**src/rtl/pdc_pkg.sv**
```systemverilog
package pdc_pkg;

    // common register byte addresses
    localparam int unsigned A_STATUS = 'h00;
    localparam int unsigned A_DONE   = 'h04;
    localparam int unsigned A_CLEAR  = 'h08;
    localparam int unsigned A_ENABLE = 'h0C;
    localparam int unsigned A_MASK   = 'h10;
    localparam int unsigned A_XMASK  = 'h20;
    localparam int unsigned A_SETTLE = 'h24;

    // channel groups
    localparam int unsigned CH_BASE   = 'h40;
    localparam int unsigned CH_SHIFT  = 5;
    localparam int unsigned O_PWR     = 'h00;
    localparam int unsigned O_OFF_REQ = 'h04;
    localparam int unsigned O_OFF_RUN = 'h08;
    localparam int unsigned O_ON_REQ  = 'h0C;
    localparam int unsigned O_ON_RUN  = 'h10;
    localparam int unsigned O_ERR     = 'h14;

    typedef enum logic {
        DIR_ON  = 1'b0,
        DIR_OFF = 1'b1
    } dir_e;

endpackage

```
**src/rtl/pdc_seq.sv**
```systemverilog
module pdc_seq
    import pdc_pkg::*;
#(
    parameter int unsigned AREA_W   = 3,
    parameter int unsigned SETTLE_W = 16
) (
    input  logic                clk,
    input  logic                rst_n,
    input  logic                req_valid_i,
    input  logic [AREA_W-1:0]   req_area_i,
    input  dir_e                req_dir_i,
    input  logic [SETTLE_W-1:0] settle_i,
    output logic                busy_o,
    output logic                accept_o,
    output logic                reject_o,
    output logic                done_o,
    output logic [AREA_W-1:0]   cur_area_o,
    output dir_e                cur_dir_o
);

    typedef struct packed {
        logic                busy;
        logic [SETTLE_W-1:0] cnt;
        logic [AREA_W-1:0]   area;
        dir_e                dir;
    } seq_t;

    seq_t s_d, s_q;

    assign busy_o     = s_q.busy;
    assign accept_o   = req_valid_i && !s_q.busy;
    assign reject_o   = req_valid_i && s_q.busy;
    assign done_o     = s_q.busy && (s_q.cnt == '0);
    assign cur_area_o = s_q.area;
    assign cur_dir_o  = s_q.dir;

    always_comb begin
        s_d = s_q;
        if (accept_o) begin
            s_d.busy = 1'b1;
            s_d.cnt  = settle_i;
            s_d.area = req_area_i;
            s_d.dir  = req_dir_i;
        end else if (s_q.busy) begin
            if (s_q.cnt == '0) begin
                s_d.busy = 1'b0;
            end else begin
                s_d.cnt = s_q.cnt - 1'b1;
            end
        end
    end

    always_ff @(posedge clk) begin
        if (!rst_n) begin
            s_q <= '{busy: 1'b0, cnt: '0, area: '0, dir: DIR_ON};
        end else begin
            s_q <= s_d;
        end
    end

    // a refused request leaves the running transition alone
    assert_inflight_kept_R6: assert property (@(posedge clk) disable iff (!rst_n)
        (s_q.busy && !done_o) |=> (busy_o && $stable(cur_area_o) && $stable(cur_dir_o)));

    // an accepted request loads the settle count it was given
    assert_settle_loaded_R4: assert property (@(posedge clk) disable iff (!rst_n)
        accept_o |=> (busy_o && s_q.cnt == $past(settle_i)));

    // the retiring edge frees the sequencer
    assert_retire_frees_R4: assert property (@(posedge clk) disable iff (!rst_n)
        done_o |=> !busy_o);

endmodule

```
**src/rtl/pdc_area_bank.sv**
```systemverilog
module pdc_area_bank
    import pdc_pkg::*;
#(
    parameter int unsigned NUM_AREAS = 8,
    parameter int unsigned AREA_W    = 3
) (
    input  logic                 clk,
    input  logic                 rst_n,
    input  logic                 accept_i,
    input  logic                 reject_i,
    input  logic [AREA_W-1:0]    req_area_i,
    input  logic                 busy_i,
    input  logic                 done_i,
    input  logic [AREA_W-1:0]    cur_area_i,
    input  dir_e                 cur_dir_i,
    output logic [NUM_AREAS-1:0] pwr_off_o,
    output logic [NUM_AREAS-1:0] err_o,
    output logic [NUM_AREAS-1:0] off_run_o,
    output logic [NUM_AREAS-1:0] on_run_o
);

    typedef struct packed {
        logic [NUM_AREAS-1:0] pwr_off;
        logic [NUM_AREAS-1:0] err;
    } bank_t;

    bank_t b_d, b_q;
    logic [NUM_AREAS-1:0] pwr_nx, err_nx, cur_sel;

    for (genvar a = 0; a < NUM_AREAS; a++) begin : g_area
        logic hit_cur, hit_req;
        assign hit_cur   = (cur_area_i == AREA_W'(a));
        assign hit_req   = (req_area_i == AREA_W'(a));
        assign cur_sel[a] = busy_i && hit_cur;
        assign pwr_nx[a] = (done_i && hit_cur) ? (cur_dir_i == DIR_OFF) : b_q.pwr_off[a];
        assign err_nx[a] = (reject_i && hit_req) ? 1'b1 :
                           (accept_i && hit_req) ? 1'b0 : b_q.err[a];
    end

    always_comb begin
        b_d         = b_q;
        b_d.pwr_off = pwr_nx;
        b_d.err     = err_nx;
    end

    always_ff @(posedge clk) begin
        if (!rst_n) begin
            b_q <= '0;
        end else begin
            b_q <= b_d;
        end
    end

    assign pwr_off_o = b_q.pwr_off;
    assign err_o     = b_q.err;
    assign off_run_o = (cur_dir_i == DIR_OFF) ? cur_sel : '0;
    assign on_run_o  = (cur_dir_i == DIR_ON)  ? cur_sel : '0;

    // a refused request on a non-retiring edge moves no power state
    assert_refused_keeps_power_R6: assert property (@(posedge clk) disable iff (!rst_n)
        (reject_i && !done_i) |=> $stable(pwr_off_o));

    // acceptance clears the area's error flag
    assert_accept_clears_err_R7: assert property (@(posedge clk) disable iff (!rst_n)
        accept_i |=> ((err_o & (NUM_AREAS'(1) << $past(req_area_i))) == '0));

    // at most one area is ever in transition
    assert_single_transition_R4: assert property (@(posedge clk) disable iff (!rst_n)
        $onehot0(off_run_o | on_run_o));

endmodule

```
**src/rtl/pdc_irq.sv**
```systemverilog
module pdc_irq #(
    parameter int unsigned NUM_AREAS = 8,
    parameter int unsigned AREA_W    = 3
) (
    input  logic                 clk,
    input  logic                 rst_n,
    input  logic [NUM_AREAS-1:0] wdata_i,
    input  logic                 clr_we_i,
    input  logic                 en_we_i,
    input  logic                 msk_we_i,
    input  logic                 done_i,
    input  logic [AREA_W-1:0]    cur_area_i,
    output logic [NUM_AREAS-1:0] stat_o,
    output logic [NUM_AREAS-1:0] en_o,
    output logic [NUM_AREAS-1:0] msk_o,
    output logic                 irq_o
);

    typedef struct packed {
        logic [NUM_AREAS-1:0] stat;
        logic [NUM_AREAS-1:0] en;
        logic [NUM_AREAS-1:0] msk;
    } irq_t;

    irq_t r_d, r_q;
    logic [NUM_AREAS-1:0] set_v, clr_v;

    always_comb begin
        r_d   = r_q;
        set_v = '0;
        clr_v = clr_we_i ? wdata_i : '0;
        if (done_i && r_q.en[cur_area_i]) begin
            set_v = NUM_AREAS'(1) << cur_area_i;
        end
        r_d.stat = (r_q.stat & ~clr_v) | set_v;
        if (en_we_i) begin
            r_d.en = wdata_i;
        end
        if (msk_we_i) begin
            r_d.msk = wdata_i;
        end
    end

    always_ff @(posedge clk) begin
        if (!rst_n) begin
            r_q <= '0;
        end else begin
            r_q <= r_d;
        end
    end

    assign stat_o = r_q.stat;
    assign en_o   = r_q.en;
    assign msk_o  = r_q.msk;
    assign irq_o  = |(r_q.stat & ~r_q.msk);

    // no status bit appears for a disabled area
    assert_needs_enable_R8: assert property (@(posedge clk) disable iff (!rst_n)
        1'b1 |=> ((stat_o & ~$past(stat_o) & ~$past(en_o)) == '0));

    // a clear with no completion alongside empties the chosen bits
    assert_clear_works_R9: assert property (@(posedge clk) disable iff (!rst_n)
        (clr_we_i && !done_i) |=> ((stat_o & $past(wdata_i)) == '0));

    // an enabled completion survives a same-cycle clear
    assert_set_wins_R9: assert property (@(posedge clk) disable iff (!rst_n)
        (done_i && en_o[cur_area_i]) |=> ((stat_o & (NUM_AREAS'(1) << $past(cur_area_i))) != '0));

endmodule

```
**src/rtl/pdc_top.sv**
```systemverilog
module pdc_top
    import pdc_pkg::*;
#(
    parameter int unsigned NUM_CH       = 2,
    parameter int unsigned AREAS_PER_CH = 4,
    parameter int unsigned ADDR_W       = 12,
    parameter int unsigned SETTLE_W     = 16,
    parameter int unsigned SETTLE_RST   = 4
) (
    input  logic              clk,
    input  logic              rst_n,
    input  logic [ADDR_W-1:0] bus_addr,
    input  logic              bus_we,
    input  logic [31:0]       bus_wdata,
    output logic [31:0]       bus_rdata,
    output logic              irq_o,
    output logic [31:0]       ext_mask_o
);

    localparam int unsigned NUM_AREAS = NUM_CH * AREAS_PER_CH;
    localparam int unsigned AREA_W    = (NUM_AREAS > 1) ? $clog2(NUM_AREAS) : 1;
    localparam int unsigned LANE_W    = (AREAS_PER_CH > 1) ? $clog2(AREAS_PER_CH) : 1;
    localparam int unsigned CH_W      = (NUM_CH > 1) ? $clog2(NUM_CH) : 1;
    localparam int unsigned SEL_W     = ADDR_W - CH_SHIFT;

    typedef struct packed {
        logic [31:0]         xmask;
        logic [SETTLE_W-1:0] settle;
    } cfg_t;

    cfg_t c_d, c_q;

    // address decode
    logic [ADDR_W-1:0]       rel;
    logic [SEL_W-1:0]        ch_sel;
    logic [CH_SHIFT-1:0]     ch_off;
    logic [CH_W-1:0]         ch_idx;
    logic                    in_ch;
    logic [AREAS_PER_CH-1:0] lane;
    logic [LANE_W-1:0]       lane_idx;
    logic                    lane_ok;
    logic                    req_valid;
    dir_e                    req_dir;
    logic [AREA_W-1:0]       req_area;

    always_comb begin
        rel      = bus_addr - ADDR_W'(CH_BASE);
        ch_sel   = rel[ADDR_W-1:CH_SHIFT];
        ch_off   = rel[CH_SHIFT-1:0];
        ch_idx   = ch_sel[CH_W-1:0];
        in_ch    = (bus_addr >= ADDR_W'(CH_BASE)) && (ch_sel < SEL_W'(NUM_CH));
        lane     = bus_wdata[AREAS_PER_CH-1:0];
        lane_ok  = $onehot(lane) && ((bus_wdata >> AREAS_PER_CH) == '0);
        lane_idx = '0;
        for (int i = 0; i < AREAS_PER_CH; i++) begin
            if (lane[i]) lane_idx = LANE_W'(i);
        end
        req_dir   = (ch_off == CH_SHIFT'(O_OFF_REQ)) ? DIR_OFF : DIR_ON;
        req_valid = bus_we && in_ch && lane_ok &&
                    ((ch_off == CH_SHIFT'(O_OFF_REQ)) || (ch_off == CH_SHIFT'(O_ON_REQ)));
        req_area  = AREA_W'(AREA_W'(ch_idx) * AREA_W'(AREAS_PER_CH) + AREA_W'(lane_idx));
    end

    // configuration registers
    always_comb begin
        c_d = c_q;
        if (bus_we && bus_addr == ADDR_W'(A_XMASK))  c_d.xmask  = bus_wdata;
        if (bus_we && bus_addr == ADDR_W'(A_SETTLE)) c_d.settle = bus_wdata[SETTLE_W-1:0];
    end

    always_ff @(posedge clk) begin
        if (!rst_n) begin
            c_q <= '{xmask: '0, settle: SETTLE_W'(SETTLE_RST)};
        end else begin
            c_q <= c_d;
        end
    end

    assign ext_mask_o = c_q.xmask;

    // sequencer, area state, completion logic
    logic              busy, accept, reject, done;
    logic [AREA_W-1:0] cur_area;
    dir_e              cur_dir;
    logic [NUM_AREAS-1:0] pwr_off, err, off_run, on_run, stat, en, msk;

    pdc_seq #(.AREA_W(AREA_W), .SETTLE_W(SETTLE_W)) u_seq (
        .clk, .rst_n,
        .req_valid_i (req_valid),
        .req_area_i  (req_area),
        .req_dir_i   (req_dir),
        .settle_i    (c_q.settle),
        .busy_o      (busy),
        .accept_o    (accept),
        .reject_o    (reject),
        .done_o      (done),
        .cur_area_o  (cur_area),
        .cur_dir_o   (cur_dir)
    );

    pdc_area_bank #(.NUM_AREAS(NUM_AREAS), .AREA_W(AREA_W)) u_bank (
        .clk, .rst_n,
        .accept_i   (accept),
        .reject_i   (reject),
        .req_area_i (req_area),
        .busy_i     (busy),
        .done_i     (done),
        .cur_area_i (cur_area),
        .cur_dir_i  (cur_dir),
        .pwr_off_o  (pwr_off),
        .err_o      (err),
        .off_run_o  (off_run),
        .on_run_o   (on_run)
    );

    pdc_irq #(.NUM_AREAS(NUM_AREAS), .AREA_W(AREA_W)) u_irq (
        .clk, .rst_n,
        .wdata_i    (bus_wdata[NUM_AREAS-1:0]),
        .clr_we_i   (bus_we && bus_addr == ADDR_W'(A_CLEAR)),
        .en_we_i    (bus_we && bus_addr == ADDR_W'(A_ENABLE)),
        .msk_we_i   (bus_we && bus_addr == ADDR_W'(A_MASK)),
        .done_i     (done),
        .cur_area_i (cur_area),
        .stat_o     (stat),
        .en_o       (en),
        .msk_o      (msk),
        .irq_o      (irq_o)
    );

    // per-channel views of the area vectors
    logic [AREAS_PER_CH-1:0] v_pwr [NUM_CH];
    logic [AREAS_PER_CH-1:0] v_err [NUM_CH];
    logic [AREAS_PER_CH-1:0] v_off [NUM_CH];
    logic [AREAS_PER_CH-1:0] v_on  [NUM_CH];

    for (genvar c = 0; c < NUM_CH; c++) begin : g_ch
        assign v_pwr[c] = pwr_off[c*AREAS_PER_CH +: AREAS_PER_CH];
        assign v_err[c] = err[c*AREAS_PER_CH +: AREAS_PER_CH];
        assign v_off[c] = off_run[c*AREAS_PER_CH +: AREAS_PER_CH];
        assign v_on[c]  = on_run[c*AREAS_PER_CH +: AREAS_PER_CH];
    end

    // read mux
    always_comb begin
        bus_rdata = '0;
        if (in_ch) begin
            unique case (ch_off)
                CH_SHIFT'(O_PWR):     bus_rdata = 32'(v_pwr[ch_idx]);
                CH_SHIFT'(O_OFF_RUN): bus_rdata = 32'(v_off[ch_idx]);
                CH_SHIFT'(O_ON_RUN):  bus_rdata = 32'(v_on[ch_idx]);
                CH_SHIFT'(O_ERR):     bus_rdata = 32'(v_err[ch_idx]);
                default:              bus_rdata = '0;
            endcase
        end else begin
            unique case (bus_addr)
                ADDR_W'(A_STATUS): bus_rdata = {30'b0, !busy, !busy};
                ADDR_W'(A_DONE):   bus_rdata = 32'(stat);
                ADDR_W'(A_ENABLE): bus_rdata = 32'(en);
                ADDR_W'(A_MASK):   bus_rdata = 32'(msk);
                ADDR_W'(A_XMASK):  bus_rdata = c_q.xmask;
                ADDR_W'(A_SETTLE): bus_rdata = 32'(c_q.settle);
                default:           bus_rdata = '0;
            endcase
        end
    end

    // the mask word follows a write one cycle later
    assert_xmask_follows_R11: assert property (@(posedge clk) disable iff (!rst_n)
        (bus_we && bus_addr == ADDR_W'(A_XMASK)) |=> (ext_mask_o == $past(bus_wdata)));

    // a malformed control write starts nothing
    assert_bad_data_ignored_R3: assert property (@(posedge clk) disable iff (!rst_n)
        (bus_we && in_ch && !lane_ok && !busy) |=> !busy);

endmodule

```
**config.mk**
```make
export PLATFORM = sky130hd
export DESIGN_NAME = pdc_top
export DESIGN_NICKNAME = d
export VERILOG_FILES = /design/src/rtl/pdc_pkg.sv /design/src/rtl/pdc_seq.sv /design/src/rtl/pdc_area_bank.sv /design/src/rtl/pdc_irq.sv /design/src/rtl/pdc_top.sv
export SDC_FILE = /design/constraint.sdc
export NUM_CORES = 1
export LEC_CHECK = 0
export ABC_AREA = 1
export BUFFER_PORTS_ARGS = -buffer_cell sky130_fd_sc_hd__buf_2
export CAP_MARGIN = 10
export CORE_UTILIZATION = 51
export DETAILED_ROUTE_END_ITERATION = 10
export PLACE_DENSITY = 0.75
export SETUP_SLACK_MARGIN = 0.1
export SLEW_MARGIN = 40
export SYNTH_ARGS = -nofsm -noshare
export SYNTH_HDL_FRONTEND = slang
export SYNTH_SLANG_ARGS = --single-unit
```
**constraint.sdc**
```tcl
create_clock -name clk -period 3 [get_ports clk]
set_clock_uncertainty 0.1 [all_clocks]
set_input_delay 0.45 -clock clk [delete_from_list [all_inputs] [get_ports clk]]
set_output_delay 0.45 -clock clk [all_outputs]
set_load 0.02 [all_outputs]
```
==> results.toml <==
[grt]
grt_pass1_vias = 5766
overflow = 0
track_usage_pct = 27.7
grt_pass1_wl_um = 28000
antenna_found_initial = 0
grt_max_degree = 87

[cells_and_area]
finalNetCount = 1097
nFillCells = 1151
fin_cells = 1194
syn2layout_area_growth_pct = 12.8
antenna_cells = 0
mostFrequentLayoutCells = "187 x nand2_1, 144 x nor2_1, 117 x inv_1"
layout_commonest_cell = "nand2_1"
layout-drive-gt1-share_pct = 15.9

[setup_path]
worstSetupPathType = "input pin to primary output"
max_stage_delay_ns = 0.31
cp_max_fo = 14
worstPathRequired_ns = 2.45
endpoint_kind = "primary output"
path_buf_inv = 3
critPathTopFamily = "simple AND/OR/NAND/NOR gates"
cp_data_arrival_time_ns = 2.11
start_kind = "input pin"
path_cells = "buf_2, nor2_1, nand2_1, inv_2, nand2_1, nor2_2, nand2_1, o211ai_1, nor2_1, nand2_1, buf_2"
cpMostUsedCell = "nand2_1"
slowest_stage = "nand2_1"

[routing]
route.detailed.drc = 0
via_count = 6418
first_pass_iters = 5
antenna_left = 0
wl_per_cell_um = 14.4
routed_via_density = 5.38
wl_um = 17200
drt_iter0_markers = 444

[timing]
setup_ws_ns = 0.341
fin_hold_ws_ns = 0.242
setup_viol = 0
fmax_mhz = 376
max_slew_margin_pct = 45.5
rsz0062_at_grt = "no"
worst_pin_slew_ns = 0.816
final.setup.tns_ns = 0
finalCritPeriodShare_pct = 88.6
drv_slew = 0
hold_viol_final = 0
fin_crit_ns = 2.66

[flow_run]
maxCapViolCount = 0

[cts]
postCtsSetupRepairBufs = 0
clkSlewWorstSetupHoldPaths_ns = 0.08
clock_latency_ns = 0.35
cts-htree-levels = 3
cts_tree = "built"
cts_hold_buffers = 0
clock_path_buffers = 2
cts_resized = 0
numCtsBuffers = 9
cts.sinks = 109
root_buffer = "clkbuf_16"

[placement]
dpl.hpwl_um = 12600
port_buffers = 111
place_inst = 1178
dp_slack_ns = 0.0435
place_congestion = 0.942

[synthesis]
synth-async-reset-ratio_pct = 0
synth_flop_cell = "dfxtp_1"
synth.distinct_cells = 31
synth_warnings = 0
synth_largest_area_cell = "dfxtp_1"
yosysSeqAreaShare_pct = 35.2
syn-mean-instance-area_um2 = 6.34
syn_area_mm2 = 0.00620
ys_ff_latch = 109
synth.area.top_cells = "dfxtp_1 35%, nand2_1 11%, o21ai_0 9.0%"
mappedNetlistNets = 1029
synth-edff-count = 0
syn_inst = 978
synth_top_area_share_pct = 35.2

[die]
floorplan.initialDensity_pct = 53.4
die_area_mm2 = 0.0126
floorplan.die.width_um = 112
pin_count = 112
row_count = 39
die_y_um = 112
core_area_mm2 = 0.0116

[status]
status = "completed"

[power_and_ir_drop]
pwr_density_cell_mw_per_mm2 = 414
finalPower_mw = 2.89
ir_drop_mv = 0.302
power.leakage_nw = 3.13

[min_path]
hp-class = "input pin to flip-flop"
==> synthesized netlist by cell type (all sizes together) (10+ instances only) <==
cell type / instances
nand2: 192
nor2: 153
inv: 118
o21ai: 111
dfxtp: 109
a21oi: 91
nand3: 70
buf: 53
clkbuf: 22
nor3: 19
nand4: 10
o22ai: 10
==> layer usage <==
metal	global-route usage [%]	wire, um	part of all wire, %	up-vias
li1	-	-	-	3253
met1	38.2	7830	46	2889
met2	43.5	7620	44	239
met3	4.43	1230	7.2	37
met4	10.9	493	2.9	0
met5	0	0	0	-
==> sequential cells by signal, summed over array words and instances, names as in the netlist <==
signal	flops
u_seq.s_q	16
u_irq.msk_o	8
c_q	16
u_seq.cur_area_o	3
u_irq.en_o	8
u_seq.busy_o	1
u_bank.err_o	8
u_irq.stat_o	8
ext_mask_o	32
u_bank.pwr_off_o	8
u_seq.cur_dir_o	1
==> power breakdown <==
part           internal (mW)  switching [mW]
clock                  0.735           0.557
sequential              1.45        0.000101
combinational         0.0506           0.106
total                   2.23           0.663
==> metrics by stage <==
step	cell area, um^2	util (%)
5_1_grt	6990	60.2
3_3_place_gp	6670	57.4
2_1_floorplan	6200	-
4_1_cts	6990	60.2
6_report	6990	60.2
3_5_place_dp	6670	57.4
==> logic make-up (layout without fill, tap and decap cells) <==
kind of cell | after synthesis | after routing | synth area share, %
compound gates | 221 | 221 | 18.4
buf+inv | 195 | 268 | 14.5
flops | 109 | 109 | 35.2
xor+xnor | 1 | 1 | 0.141
simple gates | 448 | 448 | 30.8
fa+ha+maj | 4 | 4 | 0.928
==> final timing paths <==
kind / startpoint / to / slack (ns) / cells after the start
min: bus_wdata[16] / ext_mask_o[16] / 0.24 / 3
min reg2reg: u_bank.err_o[4] / u_bank.err_o[4] / 0.36 / 2
max: bus_addr[8] / bus_rdata[2] / 0.34 / 11
max reg2reg: u_seq.s_q[4] / u_irq.stat_o[1] / 0.63 / 10
==> worst min-delay path, stage by stage <==
cell and delay, ns:
buf_2 0.09, nor3_1 0.04, nor2_1 0.08
==> cell type report <==
| type | count | area, um^2 | area share (%) |
|---|---|---|---|
| multi-input combinational | 674 | 3120 | 44.6 |
| tap | 143 | 179 | 2.56 |
| inverter | 120 | 450 | 6.44 |
| sequential | 109 | 2180 | 31.2 |
| clock buffer | 9 | 225 | 3.22 |
| clock inverter | 7 | 95.1 | 1.36 |
| timing repair buffer | 132 | 738 | 10.6 |
Note: power is estimated with default switching activity, not from simulation.
